--- config.mk ---
export PLATFORM = sky130hd
export DESIGN_NAME = wp_cmd_decoder
export DESIGN_NICKNAME = d
export VERILOG_FILES = /design/src/rtl/wpd_pkg.sv /design/src/rtl/wpd_matcher.sv /design/src/rtl/wpd_prot.sv /design/src/rtl/wpd_verdict.sv /design/src/rtl/wp_cmd_decoder.sv
export SDC_FILE = /design/constraint.sdc
export NUM_CORES = 1
export LEC_CHECK = 0
export ABC_AREA = 1
export ABC_CLOCK_PERIOD_IN_PS = 1400
export BUFFER_PORTS_ARGS = -buffer_cell sky130_fd_sc_hd__buf_2
export CORE_MARGIN = 2
export CORE_UTILIZATION = 35
export DETAILED_ROUTE_END_ITERATION = 8
export HOLD_SLACK_MARGIN = 0.15
export PLACE_DENSITY = 0.71
export SLEW_MARGIN = 10
export SYNTH_ARGS = -nofsm -noshare
export SYNTH_HDL_FRONTEND = slang
export SYNTH_SLANG_ARGS = --single-unit
export TNS_END_PERCENT = 1
--- constraint.sdc ---
create_clock -name clk -period 1.4 [get_ports clk]
set_clock_uncertainty 0.2 [all_clocks]
set_input_delay 0.07 -clock clk [delete_from_list [all_inputs] [get_ports clk]]
set_output_delay 0.07 -clock clk [all_outputs]
set_load 0.03 [all_outputs]
--- src/rtl/wpd_pkg.sv ---
package wpd_pkg;
  localparam int KEY_BITS = 15;
  localparam logic [KEY_BITS-1:0] KEY_LO = 15'h5555;
  localparam logic [KEY_BITS-1:0] KEY_HI = 15'h2AAA;
  localparam logic [7:0] D_LEAD   = 8'hAA;
  localparam logic [7:0] D_SECOND = 8'h55;
  localparam logic [7:0] D_ARM    = 8'hA0;
  localparam logic [7:0] D_ESC    = 8'h80;
  localparam logic [7:0] D_CLEAR  = 8'h20;

  typedef enum logic [2:0] {
    SQ_IDLE, SQ_A1, SQ_A2, SQ_C3, SQ_C4, SQ_C5
  } seq_e;

  typedef struct packed {
    logic commit;
    logic step;
  } verdict_t;
endpackage

--- src/rtl/wpd_matcher.sv ---
module wpd_matcher
  import wpd_pkg::*;
#(
  parameter int ADDR_W = 17
) (
  input  logic              clk,
  input  logic              rst_n,
  input  logic              fire,
  input  logic              freeze,
  input  logic              clear,
  input  logic [ADDR_W-1:0] addr,
  input  logic [7:0]        data,
  output logic              step,
  output logic              arm_hit,
  output logic              clr_hit
);
  logic [KEY_BITS-1:0] key;
  logic at_lo, at_hi;
  seq_e cur, nxt;

  assign key   = addr[KEY_BITS-1:0];
  assign at_lo = (key == KEY_LO);
  assign at_hi = (key == KEY_HI);

  always_comb begin
    nxt     = SQ_IDLE;
    step    = 1'b0;
    arm_hit = 1'b0;
    clr_hit = 1'b0;
    if (!freeze) begin
      unique case (cur)
        SQ_IDLE: if (at_lo && data == D_LEAD)   begin nxt = SQ_A1; step = 1'b1; end
        SQ_A1:   if (at_hi && data == D_SECOND) begin nxt = SQ_A2; step = 1'b1; end
        SQ_A2: begin
          if (at_lo && data == D_ARM) begin
            step = 1'b1; arm_hit = 1'b1;
          end else if (at_lo && data == D_ESC) begin
            nxt = SQ_C3; step = 1'b1;
          end
        end
        SQ_C3:   if (at_lo && data == D_LEAD)   begin nxt = SQ_C4; step = 1'b1; end
        SQ_C4:   if (at_hi && data == D_SECOND) begin nxt = SQ_C5; step = 1'b1; end
        SQ_C5:   if (at_lo && data == D_CLEAR)  begin step = 1'b1; clr_hit = 1'b1; end
        default: nxt = SQ_IDLE;
      endcase
    end
  end

  always_ff @(posedge clk or negedge rst_n) begin
    if (!rst_n)                cur <= SQ_IDLE;
    else if (clear)            cur <= SQ_IDLE;
    else if (fire && !freeze)  cur <= nxt;
  end
endmodule

--- src/rtl/wpd_prot.sv ---
module wpd_prot (
  input  logic clk,
  input  logic rst_n,
  input  logic fire,
  input  logic arm_hit,
  input  logic clr_hit,
  input  logic prog_done,
  output logic prot_on,
  output logic window_open
);
  logic pend_arm, pend_clr;

  always_ff @(posedge clk or negedge rst_n) begin
    if (!rst_n) begin
      prot_on     <= 1'b0;
      window_open <= 1'b0;
      pend_arm    <= 1'b0;
      pend_clr    <= 1'b0;
    end else begin
      if (prog_done) begin
        if (pend_arm)      prot_on <= 1'b1;
        else if (pend_clr) prot_on <= 1'b0;
        window_open <= 1'b0;
        pend_arm    <= 1'b0;
        pend_clr    <= 1'b0;
      end
      if (fire && arm_hit) begin
        window_open <= 1'b1;
        pend_arm    <= 1'b1;
        pend_clr    <= 1'b0;
      end else if (fire && clr_hit) begin
        window_open <= 1'b1;
        pend_arm    <= 1'b0;
        pend_clr    <= 1'b1;
      end
    end
  end
endmodule

--- src/rtl/wpd_verdict.sv ---
module wpd_verdict
  import wpd_pkg::*;
(
  input  logic     clk,
  input  logic     rst_n,
  input  logic     in_valid,
  output logic     in_ready,
  input  verdict_t in_vd,
  output logic     out_valid,
  input  logic     out_ready,
  output verdict_t out_vd
);
  assign in_ready = !out_valid || out_ready;

  always_ff @(posedge clk or negedge rst_n) begin
    if (!rst_n) begin
      out_valid <= 1'b0;
      out_vd    <= '0;
    end else if (in_ready) begin
      out_valid <= in_valid;
      if (in_valid) out_vd <= in_vd;
    end
  end
endmodule

--- src/rtl/wp_cmd_decoder.sv ---
module wp_cmd_decoder
  import wpd_pkg::*;
#(
  parameter int ADDR_W = 17
) (
  input  logic              clk,
  input  logic              rst_n,
  input  logic              wr_valid,
  output logic              wr_ready,
  input  logic [ADDR_W-1:0] wr_addr,
  input  logic [7:0]        wr_data,
  input  logic              prog_done,
  output logic              vd_valid,
  input  logic              vd_ready,
  output logic              vd_commit,
  output logic              vd_step,
  output logic              prot_on
);
  logic fire, step, arm_hit, clr_hit, window_open;
  verdict_t vd_in, vd_out;

  assign fire = wr_valid && wr_ready;

  wpd_matcher #(.ADDR_W(ADDR_W)) u_match (
    .clk(clk), .rst_n(rst_n), .fire(fire), .freeze(window_open),
    .clear(prog_done), .addr(wr_addr), .data(wr_data),
    .step(step), .arm_hit(arm_hit), .clr_hit(clr_hit)
  );

  wpd_prot u_prot (
    .clk(clk), .rst_n(rst_n), .fire(fire), .arm_hit(arm_hit),
    .clr_hit(clr_hit), .prog_done(prog_done),
    .prot_on(prot_on), .window_open(window_open)
  );

  always_comb begin
    vd_in.step   = step;
    vd_in.commit = !step && (!prot_on || window_open);
  end

  wpd_verdict u_vd (
    .clk(clk), .rst_n(rst_n), .in_valid(wr_valid), .in_ready(wr_ready),
    .in_vd(vd_in), .out_valid(vd_valid), .out_ready(vd_ready), .out_vd(vd_out)
  );

  assign vd_commit = vd_out.commit;
  assign vd_step   = vd_out.step;
endmodule


---- Yosys cells after proc, flatten, opt, wreduce, memory -nomap -nowiden ----
Cells that the tools add are included.
storage, ports and cells
  input bits .............................. 30
  flip-flop bits (word level) ............. 10
  output and inout bits ................... 5
cells by class
  multiplexer cells ....................... 30
  equality and inequality tests ........... 12
  reduce and logical (&&, ||, !) cells .... 24
operator list
  cell                                                   count
  equality test 8 bit, second input constant             3
  2-to-1 mux 1 bit                                       20
  2-to-1 mux 3 bit                                       6
  equality test 15 x 14 -> 1 bit, second input constant  1
  equality test 15 bit, second input constant            1
  one-hot mux 3 bit (5 select lines)                     1
  logical AND 1 bit                                      10
  equality test 8 x 6 -> 1 bit, second input constant    1
  equality test 8 x 7 -> 1 bit, second input constant    1
  equality test 3 x 2 -> 1 bit, second input constant    2
  equality test 3 bit, second input constant             2
  zero test 1 bit                                        4
  2-to-1 mux 2 bit                                       2
  one-hot mux 1 bit (4 select lines)                     1
  AND reduction 2 bit                                    2
  nonzero test 2 bit                                     2
  OR reduction 2 bit                                     2
  equality test 3 x 1 -> 1 bit, second input constant    1
  zero test 3 bit                                        1
  nonzero test 3 bit                                     1
  logical OR 1 bit                                       2

---- Logic depth before layout (Yosys ltp) ----
  word-level depth ........................ 8
  gate-level depth with buffers ........... 12
  mapped depth without buffers ............ 12

---- By module ----
A second synthesis with hierarchy kept.
unflattened totals
  cells, all modules ...................... 173
  area, all modules ....................... 974.7 um^2
modules (own cells, without submodules)
  module          cells each  area an instance (um^2)  sequential area each (um^2)  times used
  wpd_matcher     138         661.9                    75.1                         1
  wpd_prot        18          162.7                    100.1                        1
  wpd_verdict     13          130.1                    75.1                         1
  wp_cmd_decoder  4           20.0                     0.0                          1

---- Worst setup path after synthesis ----
No wires, ideal clock.
  path type ............................... register -> register
  start point ............................. reg u_vd.out_valid
  end point ............................... reg u_match.cur[2]
  stages on the path, launching flop included .. 8
  buffers on the path ..................... 0
  arrival ................................. 1.451 ns
  setup time .............................. 0.076 ns
  path slack .............................. -0.328 ns
  cell sequence ........................... dfrtp_1 nand2_1 nand2_2 nor2_1 inv_1 nor2_1 o21ai_0 o21ai_1
between the ends
  longest elaborated chain between the ends .. 5
RTL lines
  element                       RTL line              text
  start, declared               wpd_verdict.sv:9      output logic out_valid,
  start signal, assigned        wpd_verdict.sv:20     out_valid <= in_valid;
  zero test 1 bit               wpd_verdict.sv:13     assign in_ready = !out_valid || out_ready;
  logical OR 1 bit              wpd_verdict.sv:13
  net wr_ready                  wp_cmd_decoder.sv:9   output logic wr_ready,
  logical AND 1 bit             wp_cmd_decoder.sv:22  assign fire = wr_valid && wr_ready;
  logical AND 1 bit             wpd_matcher.sv:52     else if (fire && !freeze) cur <= nxt;
  nonzero test 2 bit (no line)  -
  end signal, assigned          wpd_matcher.sv:52
  end, declared                 wpd_matcher.sv:19     seq_e cur, nxt;
The timed path passes the listed nets, and every way through them passes these cells.
A chain may end at the register's enable or synchronous reset.

---- Final worst setup path ----
  start point ............................. reg u_match.cur[0]
  end point ............................... reg u_vd.out_vd[1] (netlist name)
between the ends
  longest elaborated chain between the ends .. 6
  elaborated cells between the ends (all ways) .. 12
RTL lines
  element                                               RTL line              text
  equality test 3 x 1 -> 1 bit (tied with other cells)  wpd_matcher.sv:31     unique case (cur)
  OR reduction 2 bit (no line)                          -
  one-hot mux 1 bit (4 select lines) (*)                wpd_matcher.sv:31
  2-to-1 mux 1 bit (*)                                  wpd_matcher.sv:30     if (!freeze) begin
  zero test 1 bit (*)                                   wp_cmd_decoder.sv:38  vd_in.commit = !step && (!prot_on || window_open);
  logical AND 1 bit (*)                                 wp_cmd_decoder.sv:38
  end signal, assigned                                  wpd_verdict.sv:21     if (in_valid) out_vd <= in_vd;
  end, declared                                         wpd_verdict.sv:11     output verdict_t out_vd
Every way passes the cells marked *; elsewhere a longest branch is shown, timed or not.

==> impl_metrics.py <==
metrics = {
    "status": {
        "status": "finished with violations",
        "failing_checks": "negative setup slack",
    },
    "setup_path": {
        "critical_path_sink_type": "flip-flop",
        "worst-endpoint-arrival_ns": 1.48,
        "path_cells": "nor3_4, nand2_1, a21oi_2, nor2_1, nand2_1, nand2_1, nand2_1, nand2_1",
        "crit_path_max_fanout": 6,
        "setup_slack_of_the_worst_register_to_register_path_ns": -0.11,
        "worst_ep_required_time_ns": 1.37,
        "count_of_buffering_cells_on_the_critical_path_with_inverters_included": 0,
        "startpoint_type": "flip-flop",
        "worst_setup_path_category": "flip-flop to flip-flop",
        "critPathSlowestCell": "dfrtp_2",
        "cp_top_family": "simple AND/OR/NAND/NOR gates",
        "crit_cells": 8,
        "delay_of_the_slowest_critical_path_stage_ns": 0.48,
        "critical-path-top-cell-by-count": "nand2_1",
        "timing.reg2reg.worst_path_depth": 8,
    },
    "floorplan": {
        "initial_cell_density_of_the_core_pct": 37.1,
        "dieWidth_um": 52.6,
        "boundaryPins": 35,
        "die_height_um": 52.6,
        "coreArea_mm2": 0.00223,
        "placement_rows": 17,
        "design.die.area_mm2": 0.00277,
    },
    "timing": {
        "final-setup-viol-count": 5,
        "period_minus_slack_ns": 1.51,
        "rsz0062_at_grt": "yes",
        "slew_of_the_pin_with_the_lowest_slew_margin_ns": 0.257,
        "slew_viol_final": 0,
        "setup_total_negative_slack_ns": -0.216,
        "layout_worst_path_cycle_share_pct": 108,
        "layout_setup_ws_ns": -0.110,
        "max_slew_margin_pct": 82.7,
        "fmax_mhz": 662,
        "final_hold_viol_count": 0,
    },
    "place": {
        "dpl-instance-area_mm2": 0.00108,
        "place_inst": 210,
        "gpl.final_weighted_congestion": 0.809,
        "dp.final_hpwl_um": 1770,
        "port_buffers": 32,
    },
    "final_layout": {
        "final_net_count": 225,
        "antenna-diode-count": 0,
        "final_layout_size_suffix_gt1_share_pct": 31.4,
        "final_cells": 222,
        "layout.cells.most_common": "nand2_1",
        "final_cell_mix": "46 x nand2_1, 33 x buf_2, 28 x nor2_1",
        "final_core_utilization_pct": 54.4,
        "area_growth_syn_to_layout_pct": 46.7,
        "finish.instance_area_mm2": 0.00121,
    },
    "synthesis": {
        "post_synth.cell_area_avg_um2": 5.67,
        "post_synth_fa_ha_maj_area_fraction_pct": 0,
        "synth_xor_area_share_pct": 0,
        "yosys.cell_types.count": 19,
        "ys_warn_count": 0,
        "ys_seq_elements": 10,
        "synth_top_family_by_area": "simple AND/OR/NAND/NOR gates",
        "synth-simple-area-share_pct": 53.2,
        "synth_seq_area_share_pct": 30.2,
        "synth.mux.area_fraction_pct": 0,
        "synth-compound-area-share_pct": 6.19,
        "area_of_the_mapped_netlist_um2": 828,
        "synth_fp_nets": 176,
        "synthesis.instances": 146,
    },
    "grt": {
        "overflow_after_grt": 0,
        "largest_net_degree_at_the_start_of_global_routing": 11,
        "grt_antenna_before_repair": 0,
        "globalRouteTotalUtil_pct": 17.2,
        "vias_in_the_first_global_route": 932,
        "grt_pass1_wl_um": 3520,
    },
    "run": {
        "timing.max_cap.violations": 0,
    },
    "cts": {
        "clock_latency_ns": 0.28,
        "clock_tree.root_cell": "clkbuf_4",
        "cts_buffers": 3,
        "cts.clk_slew.worst_paths_ns": 0.07,
        "cts_tree": "done",
        "cts_htree_levels": 1,
        "cts_num_sinks": 10,
        "worst_case_clock_buffer_depth": 2,
    },
    "routing": {
        "wl_per_cell_um": 10.0,
        "routed_via_density": 4.59,
        "detail-route-antenna-nets": 0,
        "wl_um": 2230,
        "detailroute.via_count": 1018,
        "starting_drc_count_in_detailed_routing": 9,
        "detail_route.drc_violations": 0,
        "dr.pass1.iters": 4,
    },
    "pwr": {
        "vdd.ir_drop.worst_mv": 0.756,
        "total_leakage_power_nw": 0.672,
        "p_per_area_mw_per_mm2": 607,
    },
    "min_path": {
        "hold_class": "input port to flip-flop",
        "min_path_cells": 6,
    },
}
-- kinds of logic (layout without fill, tap and decap cells) --
family	Yosys count	after routing
AO/OA/AOI/OAI	9	9
buffers and inverters	23	71
flip-flops	10	10
AND/OR/NAND/NOR	104	104
-- metrics by stage --
step / hold slack (ns) / setup slack (ns) / total power [W]
detailed placement: -0.264 / -0.158 / 0.000461
CTS: 0.0382 / -0.0600 / 0.000746
floorplan: -0.426 / -0.00736 / 0.000386
finish: 0.0439 / -0.110 / 0.000737
global route: 0.0856 / -0.212 / 0.000776
global placement: -0.264 / -0.147 / 0.000457
-- Yosys cell counts --
| library cell | count | area, um^2 |
|---|---|---|
| o21ai_1 | 1 | 5.00 |
| nor2_2 | 1 | 6.26 |
| o211ai_1 | 1 | 7.51 |
| nand2_1 | 48 | 180 |
| nor3_2 | 1 | 10.0 |
| nand4_1 | 1 | 6.26 |
| dfrtp_1 | 10 | 250 |
| a21oi_1 | 3 | 15.0 |
| nor3_1 | 2 | 10.0 |
| a22o_1 | 1 | 8.76 |
| nor3b_2 | 1 | 12.5 |
| inv_2 | 1 | 3.75 |
| o21ai_0 | 3 | 15.0 |
| inv_1 | 22 | 82.6 |
| nand3_1 | 15 | 75.1 |
| and2_1 | 1 | 6.26 |
| nor2_1 | 32 | 120 |
| nand2_2 | 1 | 6.26 |
| nand3b_1 | 1 | 7.51 |
-- sequential cells by signal, indices dropped and copies added, names as in the netlist --
name and count:
u_prot.window_open 1, u_prot.pend_arm 1, u_match.cur 3, u_prot.pend_clr 1
u_vd.out_valid 1, u_vd.out_vd 2, u_prot.prot_on 1
-- final cells by class --
| cell class | instances | area, um^2 |
|---|---|---|
| Fill cell | 225 | 1020 |
| Timing Repair Buffer | 44 | 260 |
| Tap cell | 28 | 35.0 |
| Sequential cell | 10 | 255 |
| Inverter | 23 | 86.3 |
| Multi-Input combinational cell | 113 | 542 |
| Clock buffer | 4 | 36.3 |
-- tightest hold or removal path: cells and delay by family --
kind / cells / cell delay [ns]
simple gates: 5 / 0.33
buf+inv: 1 / 0.09
-- where the power goes --
group / switching, W / internal [W] / total [W]
clock network: 0.000110 / 0.000158 / 0.000268
logic: 0.0000967 / 0.0000698 / 0.000167
registers: 0.00000602 / 0.000296 / 0.000302
total: 0.000213 / 0.000524 / 0.000737
-- worst paths after layout --
path                                                 start                             end
worst min-delay path                            wr_data[5]      u_match.cur[0]$_DFFE_PN0P_
max in group asynchronous                            rst_n      u_match.cur[0]$_DFFE_PN0P_
worst max register to register  u_match.cur[0]$_DFFE_PN0P_      u_vd.out_vd[1]$_DFFE_PN0P_
worst min register to register  u_vd.out_vd[0]$_DFFE_PN0P_      u_vd.out_vd[0]$_DFFE_PN0P_
worst max-delay path            u_match.cur[0]$_DFFE_PN0P_      u_vd.out_vd[1]$_DFFE_PN0P_
min in group asynchronous                            rst_n  u_prot.window_open$_DFFE_PN0P_
-- routing by layer --
layer | vias up | wire, um | global-route usage, %
li1 | 546 | - | -
met3 | 3 | 114 | 3.71
met4 | 0 | 25 | 6.41
met5 | - | 0 | 0
met2 | 27 | 1100 | 31.9
met1 | 442 | 986 | 18.9
-- what timing repair did --
item                                    CTS  global route
pin swaps                                 3             0
hold buffers                              5             1
resized for setup                         8             4
endpoints found under the setup margin    8            18
endpoints found under the hold margin    20            12
setup buffers                             2             0
No activity file was read; power rests on OpenSTA's default activity.
